<file path="src/rtl/uart_dir_pkg.sv">
package uart_dir_pkg;

  typedef enum logic [1:0] {
    ST_IDLE,
    ST_SETUP,
    ST_SEND,
    ST_HOLD
  } dirState_t;

  // control -> datapath strobes
  typedef struct packed {
    logic load;     // capture head byte and start a frame
    logic squelch;  // force the line to mark while idle
  } dpCmd_t;

  // datapath -> control status
  typedef struct packed {
    logic busy;       // a frame is on the wire
    logic frameDone;  // last tick of the stop bit this cycle
  } dpStat_t;

endpackage

</file>
<file path="src/rtl/uart_dir_datapath.sv">
module uart_dir_datapath
  import uart_dir_pkg::*;
#(
  parameter int unsigned DATA_W        = 8,
  parameter int unsigned TICKS_PER_BIT = 16
) (
  input  logic              clk,
  input  logic              rstN,
  input  logic              bitTick,
  input  dpCmd_t            cmd,
  input  logic [DATA_W-1:0] loadData,
  output dpStat_t           stat,
  output logic              txLine
);

  localparam int unsigned FRAME_BITS = DATA_W + 2;
  localparam int unsigned TICK_W     = (TICKS_PER_BIT > 1) ? $clog2(TICKS_PER_BIT) : 1;
  localparam int unsigned IDX_W      = $clog2(FRAME_BITS);
  localparam logic [TICK_W-1:0] LAST_TICK = TICK_W'(TICKS_PER_BIT - 1);
  localparam logic [IDX_W-1:0]  LAST_BIT  = IDX_W'(FRAME_BITS - 1);

  logic [FRAME_BITS-1:0] shifter;
  logic [TICK_W-1:0]     tickCnt;
  logic [IDX_W-1:0]      bitIdx;
  logic                  busy;
  logic                  bitEnd;
  logic                  lastBit;

  assign bitEnd  = busy && bitTick && (tickCnt == LAST_TICK);
  assign lastBit = (bitIdx == LAST_BIT);

  always_ff @(posedge clk or negedge rstN) begin
    if (!rstN) begin
      shifter <= '1;
      tickCnt <= '0;
      bitIdx  <= '0;
      busy    <= 1'b0;
    end else if (cmd.load) begin
      // stop bit high, data, start bit low in the LSB position
      shifter <= {1'b1, loadData, 1'b0};
      tickCnt <= '0;
      bitIdx  <= '0;
      busy    <= 1'b1;
    end else if (busy && bitTick) begin
      if (tickCnt == LAST_TICK) begin
        tickCnt <= '0;
        if (lastBit) begin
          busy    <= 1'b0;
          shifter <= '1;
        end else begin
          shifter <= {1'b1, shifter[FRAME_BITS-1:1]};
          bitIdx  <= bitIdx + 1'b1;
        end
      end else begin
        tickCnt <= tickCnt + 1'b1;
      end
    end
  end

  assign stat.busy      = busy;
  assign stat.frameDone = bitEnd && lastBit;
  assign txLine         = (busy && !cmd.squelch) ? shifter[0] : 1'b1;

endmodule

</file>
<file path="src/rtl/uart_dir_ctrl.sv">
module uart_dir_ctrl
  import uart_dir_pkg::*;
#(
  parameter int unsigned DELAY_W       = 8,
  parameter int unsigned TICKS_PER_BIT = 16
) (
  input  logic               clk,
  input  logic               rstN,
  input  logic               bitTick,
  input  logic               fifoValid,
  input  logic               txDisable,
  input  logic               autoDirEn,
  input  logic [DELAY_W-1:0] setupDelay,
  input  logic [DELAY_W-1:0] holdDelay,
  input  dpStat_t            stat,
  output dpCmd_t             cmd,
  output logic               fifoPop,
  output logic               rtsLine,
  output logic               emptyIrq
);

  localparam int unsigned TICK_W = (TICKS_PER_BIT > 1) ? $clog2(TICKS_PER_BIT) : 1;
  localparam int unsigned CNT_W  = DELAY_W + TICK_W + 1;
  localparam logic [CNT_W-1:0] TPB = CNT_W'(TICKS_PER_BIT);

  dirState_t        state, stateNext;
  logic [CNT_W-1:0] remCnt, remNext;
  logic             irqQ;
  logic             canStart;
  logic             loadNow;
  logic             countEnd;
  logic [CNT_W-1:0] setupTicks;
  logic [CNT_W-1:0] holdTicks;

  assign canStart   = fifoValid && !txDisable;
  assign setupTicks = CNT_W'(setupDelay) * TPB;
  assign holdTicks  = CNT_W'(holdDelay) * TPB;
  assign countEnd   = bitTick && (remCnt == CNT_W'(1));

  always_comb begin
    stateNext = state;
    remNext   = remCnt;
    loadNow   = 1'b0;
    unique case (state)
      ST_IDLE: begin
        if (canStart) begin
          if (autoDirEn && (setupDelay != '0)) begin
            stateNext = ST_SETUP;
            remNext   = setupTicks;
          end else begin
            loadNow   = 1'b1;
            stateNext = ST_SEND;
          end
        end
      end
      ST_SETUP: begin
        if (countEnd) begin
          if (canStart) begin
            loadNow   = 1'b1;
            stateNext = ST_SEND;
          end else begin
            stateNext = ST_IDLE;
          end
        end else if (bitTick) begin
          remNext = remCnt - 1'b1;
        end
      end
      ST_SEND: begin
        if (stat.frameDone) begin
          if (canStart) begin
            loadNow = 1'b1;
          end else if (autoDirEn && (holdDelay != '0)) begin
            stateNext = ST_HOLD;
            remNext   = holdTicks;
          end else begin
            stateNext = ST_IDLE;
          end
        end
      end
      ST_HOLD: begin
        if (countEnd) begin
          stateNext = ST_IDLE;
        end else if (bitTick) begin
          remNext = remCnt - 1'b1;
        end
      end
      default: stateNext = ST_IDLE;
    endcase
  end

  always_ff @(posedge clk or negedge rstN) begin
    if (!rstN) begin
      state  <= ST_IDLE;
      remCnt <= '0;
      irqQ   <= 1'b0;
    end else begin
      state  <= stateNext;
      remCnt <= remNext;
      irqQ   <= stat.frameDone && !fifoValid;
    end
  end

  assign cmd.load    = loadNow;
  assign cmd.squelch = (state == ST_IDLE) || (state == ST_SETUP);
  assign fifoPop     = loadNow;
  assign rtsLine     = autoDirEn && (state != ST_IDLE);
  assign emptyIrq    = irqQ;

endmodule

</file>
<file path="src/rtl/uart_dir_tx.sv">
module uart_dir_tx
  import uart_dir_pkg::*;
#(
  parameter int unsigned DATA_W        = 8,
  parameter int unsigned DELAY_W       = 8,
  parameter int unsigned TICKS_PER_BIT = 16
) (
  input  logic               clk,
  input  logic               rstN,
  input  logic               bitTick,
  input  logic [DATA_W-1:0]  fifoData,
  input  logic               fifoValid,
  output logic               fifoPop,
  input  logic               autoDirEn,
  input  logic               txDisable,
  input  logic               txHiZ,
  input  logic               rtsHiZ,
  input  logic [DELAY_W-1:0] setupDelay,
  input  logic [DELAY_W-1:0] holdDelay,
  output logic               txOut,
  output logic               txOe,
  output logic               rtsOut,
  output logic               rtsOe,
  output logic               txEmptyIrq
);

  dpCmd_t  cmd;
  dpStat_t stat;

  uart_dir_ctrl #(
    .DELAY_W      (DELAY_W),
    .TICKS_PER_BIT(TICKS_PER_BIT)
  ) i_ctrl (
    .clk       (clk),
    .rstN      (rstN),
    .bitTick   (bitTick),
    .fifoValid (fifoValid),
    .txDisable (txDisable),
    .autoDirEn (autoDirEn),
    .setupDelay(setupDelay),
    .holdDelay (holdDelay),
    .stat      (stat),
    .cmd       (cmd),
    .fifoPop   (fifoPop),
    .rtsLine   (rtsOut),
    .emptyIrq  (txEmptyIrq)
  );

  uart_dir_datapath #(
    .DATA_W       (DATA_W),
    .TICKS_PER_BIT(TICKS_PER_BIT)
  ) i_dp (
    .clk     (clk),
    .rstN    (rstN),
    .bitTick (bitTick),
    .cmd     (cmd),
    .loadData(fifoData),
    .stat    (stat),
    .txLine  (txOut)
  );

  assign txOe  = !txHiZ;
  assign rtsOe = !rtsHiZ;

endmodule

</file>
<file path="config.mk">
export PLATFORM = sky130hd
export DESIGN_NAME = uart_dir_tx
export DESIGN_NICKNAME = d
export VERILOG_FILES = /design/src/rtl/uart_dir_pkg.sv /design/src/rtl/uart_dir_datapath.sv /design/src/rtl/uart_dir_ctrl.sv /design/src/rtl/uart_dir_tx.sv
export SDC_FILE = /design/constraint.sdc
export NUM_CORES = 1
export LEC_CHECK = 0
export ABC_AREA = 1
export BUFFER_PORTS_ARGS = -buffer_cell sky130_fd_sc_hd__buf_2
export CAP_MARGIN = 20
export CORE_MARGIN = 4
export CORE_UTILIZATION = 55
export DETAILED_ROUTE_END_ITERATION = 12
export GPL_TIMING_DRIVEN = 1
export MAX_ROUTING_LAYER = met4
export PLACE_DENSITY_LB_ADDON = 0.2
export SETUP_SLACK_MARGIN = 0.4
export SKIP_CTS_REPAIR_TIMING = 1
export SLEW_MARGIN = 40
export SYNTH_ARGS = -nofsm -noshare
export SYNTH_HDL_FRONTEND = slang
export SYNTH_SLANG_ARGS = --single-unit
</file>
<file path="constraint.sdc">
create_clock -name clk -period 1.8 [get_ports clk]
set_input_delay 0.27 -clock clk [delete_from_list [all_inputs] [get_ports clk]]
set_output_delay 0.27 -clock clk [all_outputs]
set_load 0.01 [all_outputs]
</file>
# == Word-level counts from Yosys, hierarchy flattened ==
# Index checks and enable logic that the tools add are counted.
# W data, S select, Z words.
# op_classes
n_addsub,3
n_eq_ne,16
mux,39
n_reduce_logical,29
# ops
operator,count
$mux W13,7
$pmux W13 S3,1
$mux W10,3
$mux W4,7
$mux W2,8
$reduce_bool A8 Y1,2
$ne A2 B1 Y1 const B,7
$eq A13 B1 Y1 const B,1
$sub A13 B1 Y13 const B,1
$logic_and A1 B1 Y1,10
$mux W1,10
$mux W9,1
$add A4 B1 Y4 const B,2
$eq A4 B4 Y1 const B,2
$pmux W2 S4,1
$reduce_bool A2 Y1,4
$reduce_and A7 Y1,1
$ne A2 B2 Y1 const B,3
$reduce_and A3 Y1,2
$logic_not A1 Y1,5
$reduce_and A5 Y1,1
$eq A2 B2 Y1 const B,2
$pmux W1 S3,1
$eq A2 B1 Y1 const B,1
4 further kinds,4
# totals
regBits,35
inputBits,32
out_inout_bits,6
wordCells,94

# == Depth between registers and ports, before layout ==
# Gate-level depths: netlist of the first run.
# depth
ltp_word,7
ltp_mapped,13
ltp_nobuf,13

# == By module ==
# A second synthesis of the first run with hierarchy kept.
# unflattened
cells_unflattened,372
area_unflattened_um2,2462.4
# modules_own_cells
mod,instances,cells_each,area_each_um2
uart_dir_ctrl,1,241,1425.1
uart_dir_datapath,1,129,1029.7
uart_dir_tx,1,2,7.5

# == Worst setup path before layout of the first run ==
# OpenSTA, ideal clock, no wires.
# synth_timing
path_kind,flip-flop to output port
start,reg i_dp.bitIdx[1]
end,out fifoPop
t_arrival_ns,1.352
required_ns,1.530
slack_ns,0.178
stages_incl_launch_ff,11
n_path_buf,0
cell_sequence,dfrtp_1 > inv_1 > ha_1 > nand2_1 > nor2_4 > nand3_1 > nand2_1 > inv_2 > nand2_4 > nand2_4 > inv_2
# synth_via
elab_chain_len,4
# synth_lines
element,line,text
from (decl),uart_dir_datapath.sv:24,logic [IDX_W-1:0] bitIdx;
from (signal assigned),uart_dir_datapath.sv:52,bitIdx <= bitIdx + 1'b1;
$eq A4 B4 Y1,uart_dir_datapath.sv:30,assign lastBit = (bitIdx == LAST_BIT);
$logic_and A1 B1 Y1,uart_dir_datapath.sv:61,assign stat.frameDone = bitEnd && lastBit;
$mux W1,uart_dir_ctrl.sv:69,if (stat.frameDone) begin
$pmux W1 S3,uart_dir_ctrl.sv:44,unique case (state)
to (decl),uart_dir_tx.sv:13,"output logic fifoPop,"
# Every way passes these cells.

# == Final worst setup path of the first run ==
# layout_timing
start,reg i_dp.tickCnt[0]
end,out fifoPop
# layout_via
elab_chain_len,5
# layout_lines
element,line,text
from (decl),uart_dir_datapath.sv:23,logic [TICK_W-1:0] tickCnt;
from (signal assigned),uart_dir_datapath.sv:55,tickCnt <= tickCnt + 1'b1;
$eq A4 B4 Y1,uart_dir_datapath.sv:29,assign bitEnd = busy && bitTick && (tickCnt == LAST_TICK);
$logic_and A1 B1 Y1,uart_dir_datapath.sv:29,
$logic_and A1 B1 Y1,uart_dir_datapath.sv:61,
$mux W1,uart_dir_ctrl.sv:69,
$pmux W1 S3,uart_dir_ctrl.sv:44,
# Every way passes these cells.

==> results of run 1 <==
final cells by class:
class	instances	area (um^2)
fillers	324	1030
clock inverters	1	5.00
inverters	44	175
well taps	52	65.1
flip-flops and latches	34	866
clock buffers	7	86.3
repair buffers	76	564
multi-input cells	259	1560
per-layer routing:
metal | global-route usage, % | part of all wire (%) | up-vias
met3 | 4.01 | 5.8 | 24
met1 | 24.7 | 40 | 1165
met4 | 8.50 | 3.5 | 0
li1 | - | - | 1237
met2 | 38.7 | 51 | 73
met5 | - | 0 | -
registers in the layout (all words and copies together) (netlist names):
| signal | flops |
|---|---|
| i_dp.busy | 1 |
| i_ctrl.state | 2 |
| i_dp.shifter | 9 |
| i_dp.tickCnt | 4 |
| i_dp.bitIdx | 4 |
| i_ctrl.emptyIrq | 1 |
| i_ctrl.remCnt | 13 |
final timing paths:
check / slack, ns / from / cells after the start / end
max in group asynchronous: 1.43 / rstN / 2 / i_dp.shifter[5]
hold / removal: -0.004 / rstN / 2 / i_ctrl.remCnt[10]
min in group clk: 0.14 / fifoValid / 2 / i_ctrl.emptyIrq
setup reg to reg: -0.06 / i_ctrl.state[1] / 10 / i_ctrl.remCnt[3]
hold reg to reg: 0.48 / i_dp.shifter[3] / 2 / i_dp.shifter[3]
setup / recovery: -0.15 / i_dp.tickCnt[0] / 10 / fifoPop
cells by family (layout without fill, tap and decap cells):
| family | after synthesis | after routing | synth area share (%) |
|---|---|---|---|
| and+or+nand+nor | 210 | 210 | 40.0 |
| buffers and inverters | 49 | 128 | 8.76 |
| DFF | 34 | 34 | 34.9 |
| AOI/OAI and AO/OA | 31 | 31 | 8.41 |
| adders and majority gates | 10 | 10 | 5.07 |
| xor gates and xnor gates | 8 | 8 | 2.84 |
stage by stage:
stage / cells / util, %
2_1_floorplan: 342 / -
5_1_grt: 473 / 76.4
3_3_place_gp: 447 / 65.7
4_1_cts: 455 / 67.8
3_5_place_dp: 447 / 65.7
6_report: 473 / 76.4
placed cells by master (no fill, tap or decap), types with 6 or more instances in the layout:
| cell type | synthesis | routed |
|---|---|---|
| nand3_1 | 29 | 23 |
| or2_2 | 8 | 8 |
| nand3_2 | 3 | 9 |
| xor2_1 | 7 | 7 |
| nor2_1 | 41 | 34 |
| buf_6 | 1 | 9 |
| inv_2 | 5 | 9 |
| nand2_1 | 97 | 89 |
| nand2_2 | 10 | 12 |
| nand2_4 | 4 | 9 |
| a21oi_1 | 6 | 6 |
| buf_4 | 0 | 29 |
| dfrtp_1 | 25 | 22 |
| ha_1 | 10 | 6 |
| o21ai_2 | 8 | 8 |
| inv_1 | 39 | 32 |
| buf_2 | 2 | 35 |
| dfstp_2 | 9 | 9 |
| nor2_2 | 3 | 6 |
| nor2_4 | 5 | 9 |
| clkbuf_8 | 0 | 6 |
worst register-to-register path, stage by stage (launching register included):
cell       delay, ns
dfrtp_2         0.46
buf_4           0.16
ha_1            0.21
nor2_4          0.15
inv_2           0.06
nand2_2         0.09
nand3_2         0.11
nor2_4          0.25
clkbuf_16       0.22
nand2_2         0.05
nand2_1         0.06
where the power goes:
group	internal, W	total, W	switching [W]	leakage (nW)
logic	0.00155	0.00354	0.00199	1.31
clock network	0.000309	0.000598	0.000289	0.0482
registers	0.00108	0.00131	0.000235	0.415
==> flow_summary.ini, run 1 <==
[placed_design]
place_area_mm2 = 0.00286
dp_slack_ns = 0.0874
gp_congestion = 0.856
io_buffers = 37
hpwl_um = 4300

[pwr]
power.leakage_nw = 1.78
peakVddDrop_mv = 0.855
total_power_w = 0.00545
power_density_mw_per_mm2 = 1640

[synthesis]
synth_warnings = 0
synth_common_cells = nand2_1, nor2_1, inv_1
syn_area_per_cell_um2 = 7.22
postSynthCellCount = 342
ys_top_cells_by_area = dfrtp_1, nand2_1, dfstp_2, nor2_1, inv_1
ys_seq_area_share_pct = 34.9
synthArstFlopShare_pct = 100
yosysMostFrequentCell = nand2_1
synth_cell_types = 32
synth_top_area_cell = dfrtp_1
ys_seq_elements = 34
mappedNetlistArea_mm2 = 0.00247
synth-edff-count = 0
synthFlopType = dfrtp_1
yosysTopAreaCellShare_pct = 25.3
synth_fp_nets = 384

[sta]
max_slew_margin_pct = 67.3
hold_viol = 5
setup_slack_ns = -0.149
period_needed_ns = 1.95
rsz0062_at_grt = true
setup_tns_ns = -0.713
fin_hold_ws_ns = -0.00352
finalSetupViolCount = 19
finalMaxSlewViolations = 0
max_freq_mhz = 513
tightest_slew_ns = 0.486
finClkSkew_ns = 0.00850
post-route-period-util_pct = 108

[critical_path]
required_ns = 1.53
critPathMaxStageDelay_ns = 0.38
end_kind = output port
crit_slowest_cell = dfrtp_1
path_max_fanout = 4
crit_family = simple AND/OR/NAND/NOR gates
cpMostUsedCell = nand3_2
cp_cell_sequence = ha_2 > nand3_2 > nor2_4 > nand3_2 > nand2_1 > inv_2 > nand2_4 > nand2_8 > clkinv_4 > buf_6
path_buf_inv = 3
start_kind = flop
arrival_ns = 1.68
path_class = flop to output port

[clock_network]
clock_latency_ns = 0.29
cts_tree = built
cts-root-buf = clkbuf_8
clock_sinks = 34
clockBufferDepth = 2
clk_pin_slew_ns = 0.08
numCtsBuffers = 5
htreeDepth = 2

[cells_and_area]
nNetsFinal = 462
layout-drive-gt1-share_pct = 41.6
postLayoutCellArea_mm2 = 0.00333
area_delta_synth_final_pct = 34.7
antenna_cells = 0

[drt]
finalWirelength_um = 6750
num_vias = 2499
viasPerCell = 5.28
drt_pass1_iterations = 4
post_drt_wl_per_cell_um = 14.3
drtIter0Drc = 164
detail-route-antenna-nets = 0
drc = 0

[floorplanning]
core-area_mm2 = 0.00435
num_rows = 24
die_w_um = 75.0
design.die.area_mm2 = 0.00563
ios = 38
die_y_um = 75.0
start_util_pct = 56.7

[outcome]
status = finished, violations left
failed_checks = hold timing, setup timing

[global_route]
grt_max_degree = 35
grt_pass1_vias = 2207
grt_overflow = 0
track_usage_pct = 22.1
antenna_found_initial = 0
grt_first_pass_wirelength_um = 9390

[min_path]
hold_path.class = primary input to asynchronous set/reset pin

[flow_run]
cap_violations = 0
Note: power is estimated with default switching activity, not from simulation.
==> inputs of run 2 (changes only) <==
- ABC_AREA: 1 -> unset
==> run 2 against run 1 <==
Effect of this change: the flow still finishes with violations (hold timing, setup timing); via count increased by 9.0%; design area increased by 4.1%; first-iteration DRC count increased to 2.9 times the previous value; worst hold slack got worse by 0.0054 ns; cell count decreased by 14%; critical path type unchanged; critical endpoint unchanged.
==> flow_summary.ini, run 2 <==
[synthesis]
ys_seq_elements = 34
synth_warnings = 0
synth-edff-count = 0
synth_compound_area_share_pct = 19.9
synth_fa_ha_area_share_pct = 5.73
syn_area_per_cell_um2 = 8.77
ys_top_cells_by_area = dfrtp_1, dfstp_2, nor2_1, ha_1, mux2_2
synth-xor-area-share_pct = 2.01
synth_cell_types = 50
synth_fp_nets = 291
synth_common_cells = nor2_1, dfrtp_1, nand2_1
mappedNetlistArea_mm2 = 0.00218
ys_seq_area_share_pct = 39.5
synth_top_area_cell = dfrtp_1
synth.area.mux_share_pct = 5.62
synthSimpleGateAreaFrac_pct = 23.0
postSynthCellCount = 249
yosysTopAreaCellShare_pct = 28.7
synth_top_family_by_area = simple AND/OR/NAND/NOR gates
synthFlopType = dfrtp_1
yosysMostFrequentCell = nor2_1
synthArstFlopShare_pct = 100

[drt]
drc = 0
viasPerCell = 6.72
post_drt_wl_per_cell_um = 23.6
detail-route-antenna-nets = 0
num_vias = 2723
drtIter0Drc = 476
finalWirelength_um = 9560
drt_pass1_iterations = 9

[global_route]
grt_max_degree = 35
use_met2_pct = 42.8
antenna_found_initial = 0
grt_pass1_vias = 2191
grt_overflow = 0
met3_usage_pct = 5.26
gr-usage-met1_pct = 30.1
track_usage_pct = 25.4
globalRoute.busiestLayer = met2
grt_first_pass_wirelength_um = 9980

[floorplanning]
design.die.area_mm2 = 0.00504
core-area_mm2 = 0.00374
die_y_um = 71.0
start_util_pct = 58.3
num_rows = 22
die_w_um = 71.0
ios = 38

[critical_path]
end_kind = output port
required_ns = 1.53
cp-endpoint = fifoPop
path_max_fanout = 3
arrival_ns = 2.25
reg2reg_depth = 8
r2r_end = i_ctrl.remCnt[4]
r2r_slack_ns = -0.65
start_kind = flop
r2r-start = i_dp.bitIdx[1]
startpoint = i_ctrl.remCnt[10]
path_class = flop to output port

[cells_and_area]
ff_latch_area_um2 = 863
final_cell_mix = buf_4, nor2_1, buf_2
antenna_cells = 0
layout-drive-gt1-share_pct = 50.7
area_delta_synth_final_pct = 58.6
multi_input_area_mm2 = 0.00154
postLayoutCellArea_mm2 = 0.00346
largest_reg_flops = 13
n_fill_cell = 130
reg.largest.list = i_ctrl.remCnt (13), i_dp.shifter (9)
layout_commonest_cell = buf_4
top_register = i_ctrl.remCnt
instances_no_fill = 405
nNetsFinal = 398

[sta]
period_needed_ns = 2.52
max_slew_margin_pct = 62.9
finClkSkew_ns = 0.00496
tightest_slew_ns = 0.552
fin_hold_ws_ns = -0.00889
finalSetupViolCount = 35
finalMaxSlewViolations = 0
post-route-period-util_pct = 140
hold_viol = 9
rsz0062_at_grt = true
max_freq_mhz = 397
setup_tns_ns = -18.49
setup_slack_ns = -0.719

[clock_network]
clk_pin_slew_ns = 0.08
clock_sinks = 34
clock_latency_ns = 0.30
cts_tree = built
clockBufferDepth = 2
htreeDepth = 2
cts-root-buf = clkbuf_8
numCtsBuffers = 5

[placed_design]
hpwl_um = 4350
io_buffers = 37
gp_congestion = 0.878
dp.cells = 383
place_area_mm2 = 0.00289

[flow_run]
cap_violations = 0

[min_path]
hold_path.class = primary input to asynchronous set/reset pin

[outcome]
status = finished, violations left
failed_checks = hold timing, setup timing

[pwr]
peakVddDrop_mv = 1.10
total_power_w = 0.00687
power_density_mw_per_mm2 = 1980
power.leakage_nw = 1.56
[run 2: cell types whose count changed in the layout (fill, tap and decap cells not counted), moves of 11 or more]
| cell | delta |
|---|---|
| nand2_1 | -70 |
| a21oi_1 | +12 |
| inv_1 | -23 |
| nand3_1 | -18 |
| buf_4 | +32 |
| nand2_2 | -11 |
[run 2: cells by family after synthesis]
| group | count (synthesis) |
|---|---|
| xor gates and xnor gates | 5 |
| DFF | 34 |
| AOI/OAI and AO/OA | 65 |
| buffers and inverters | 23 |
| muxes | 11 |
| adders and majority gates | 10 |
| and+or+nand+nor | 101 |
[run 2: worst min path at each step]
| stage | to | startpoint | cells past startpoint | slack [ns] |
|---|---|---|---|---|
| floorplan | i_ctrl.emptyIrq | rstN | 0 | -0.03 |
| global placement | i_ctrl.remCnt[5] | rstN | 2 | 0.32 |
| detailed placement | i_ctrl.remCnt[5] | rstN | 2 | 0.33 |
| CTS | i_ctrl.remCnt[5] | rstN | 2 | 0.01 |
| global route | i_ctrl.remCnt[5] | rstN | 2 | 0.03 |
| finish | i_ctrl.remCnt[4] | rstN | 2 | -0.009 |
[run 2: layer usage]
layer	part of all wire, %	routed length, um	up-vias
met5	0	0	-
met2	49	4690	243
met4	7.6	725	0
li1	-	-	1114
met1	34	3220	1272
met3	9.7	924	94
[run 2: report_power, final]
part           switching (W)  leakage [nW]  internal [W]
Sequential          0.000254         0.416       0.00114
Clock               0.000312        0.0524      0.000415
Combinational        0.00250          1.10       0.00225
[run 2: worst max-delay path, stage by stage, from the launching register on]
cell	delay, ns
dfrtp_1	0.39
nor3_1	0.49
and4_4	0.37
nand3_4	0.08
a311oi_4	0.36
buf_6	0.16
buf_6	0.09
[run 2: cell type report]
cell class	count	area share, %
Timing Repair Buffer	111	24.5
Clock inverter	1	0.867
Sequential cell	34	24.9
Tap cell	48	1.73
Inverter	12	1.30
Clock buffer	7	2.20
Multi-Input combinational cell	192	44.5
[run 2: per-stage QoR]
step | worst slack [ns] | utilization, % | hold slack (ns)
after floorplan | -0.437 | - | -0.0256
after global placement | -0.420 | 77.2 | 0.321
after CTS | -0.611 | 80.1 | 0.0132
final | -0.719 | 92.5 | -0.00889
after detailed placement | -0.494 | 77.2 | 0.326
after global routing | -0.791 | 92.5 | 0.0265
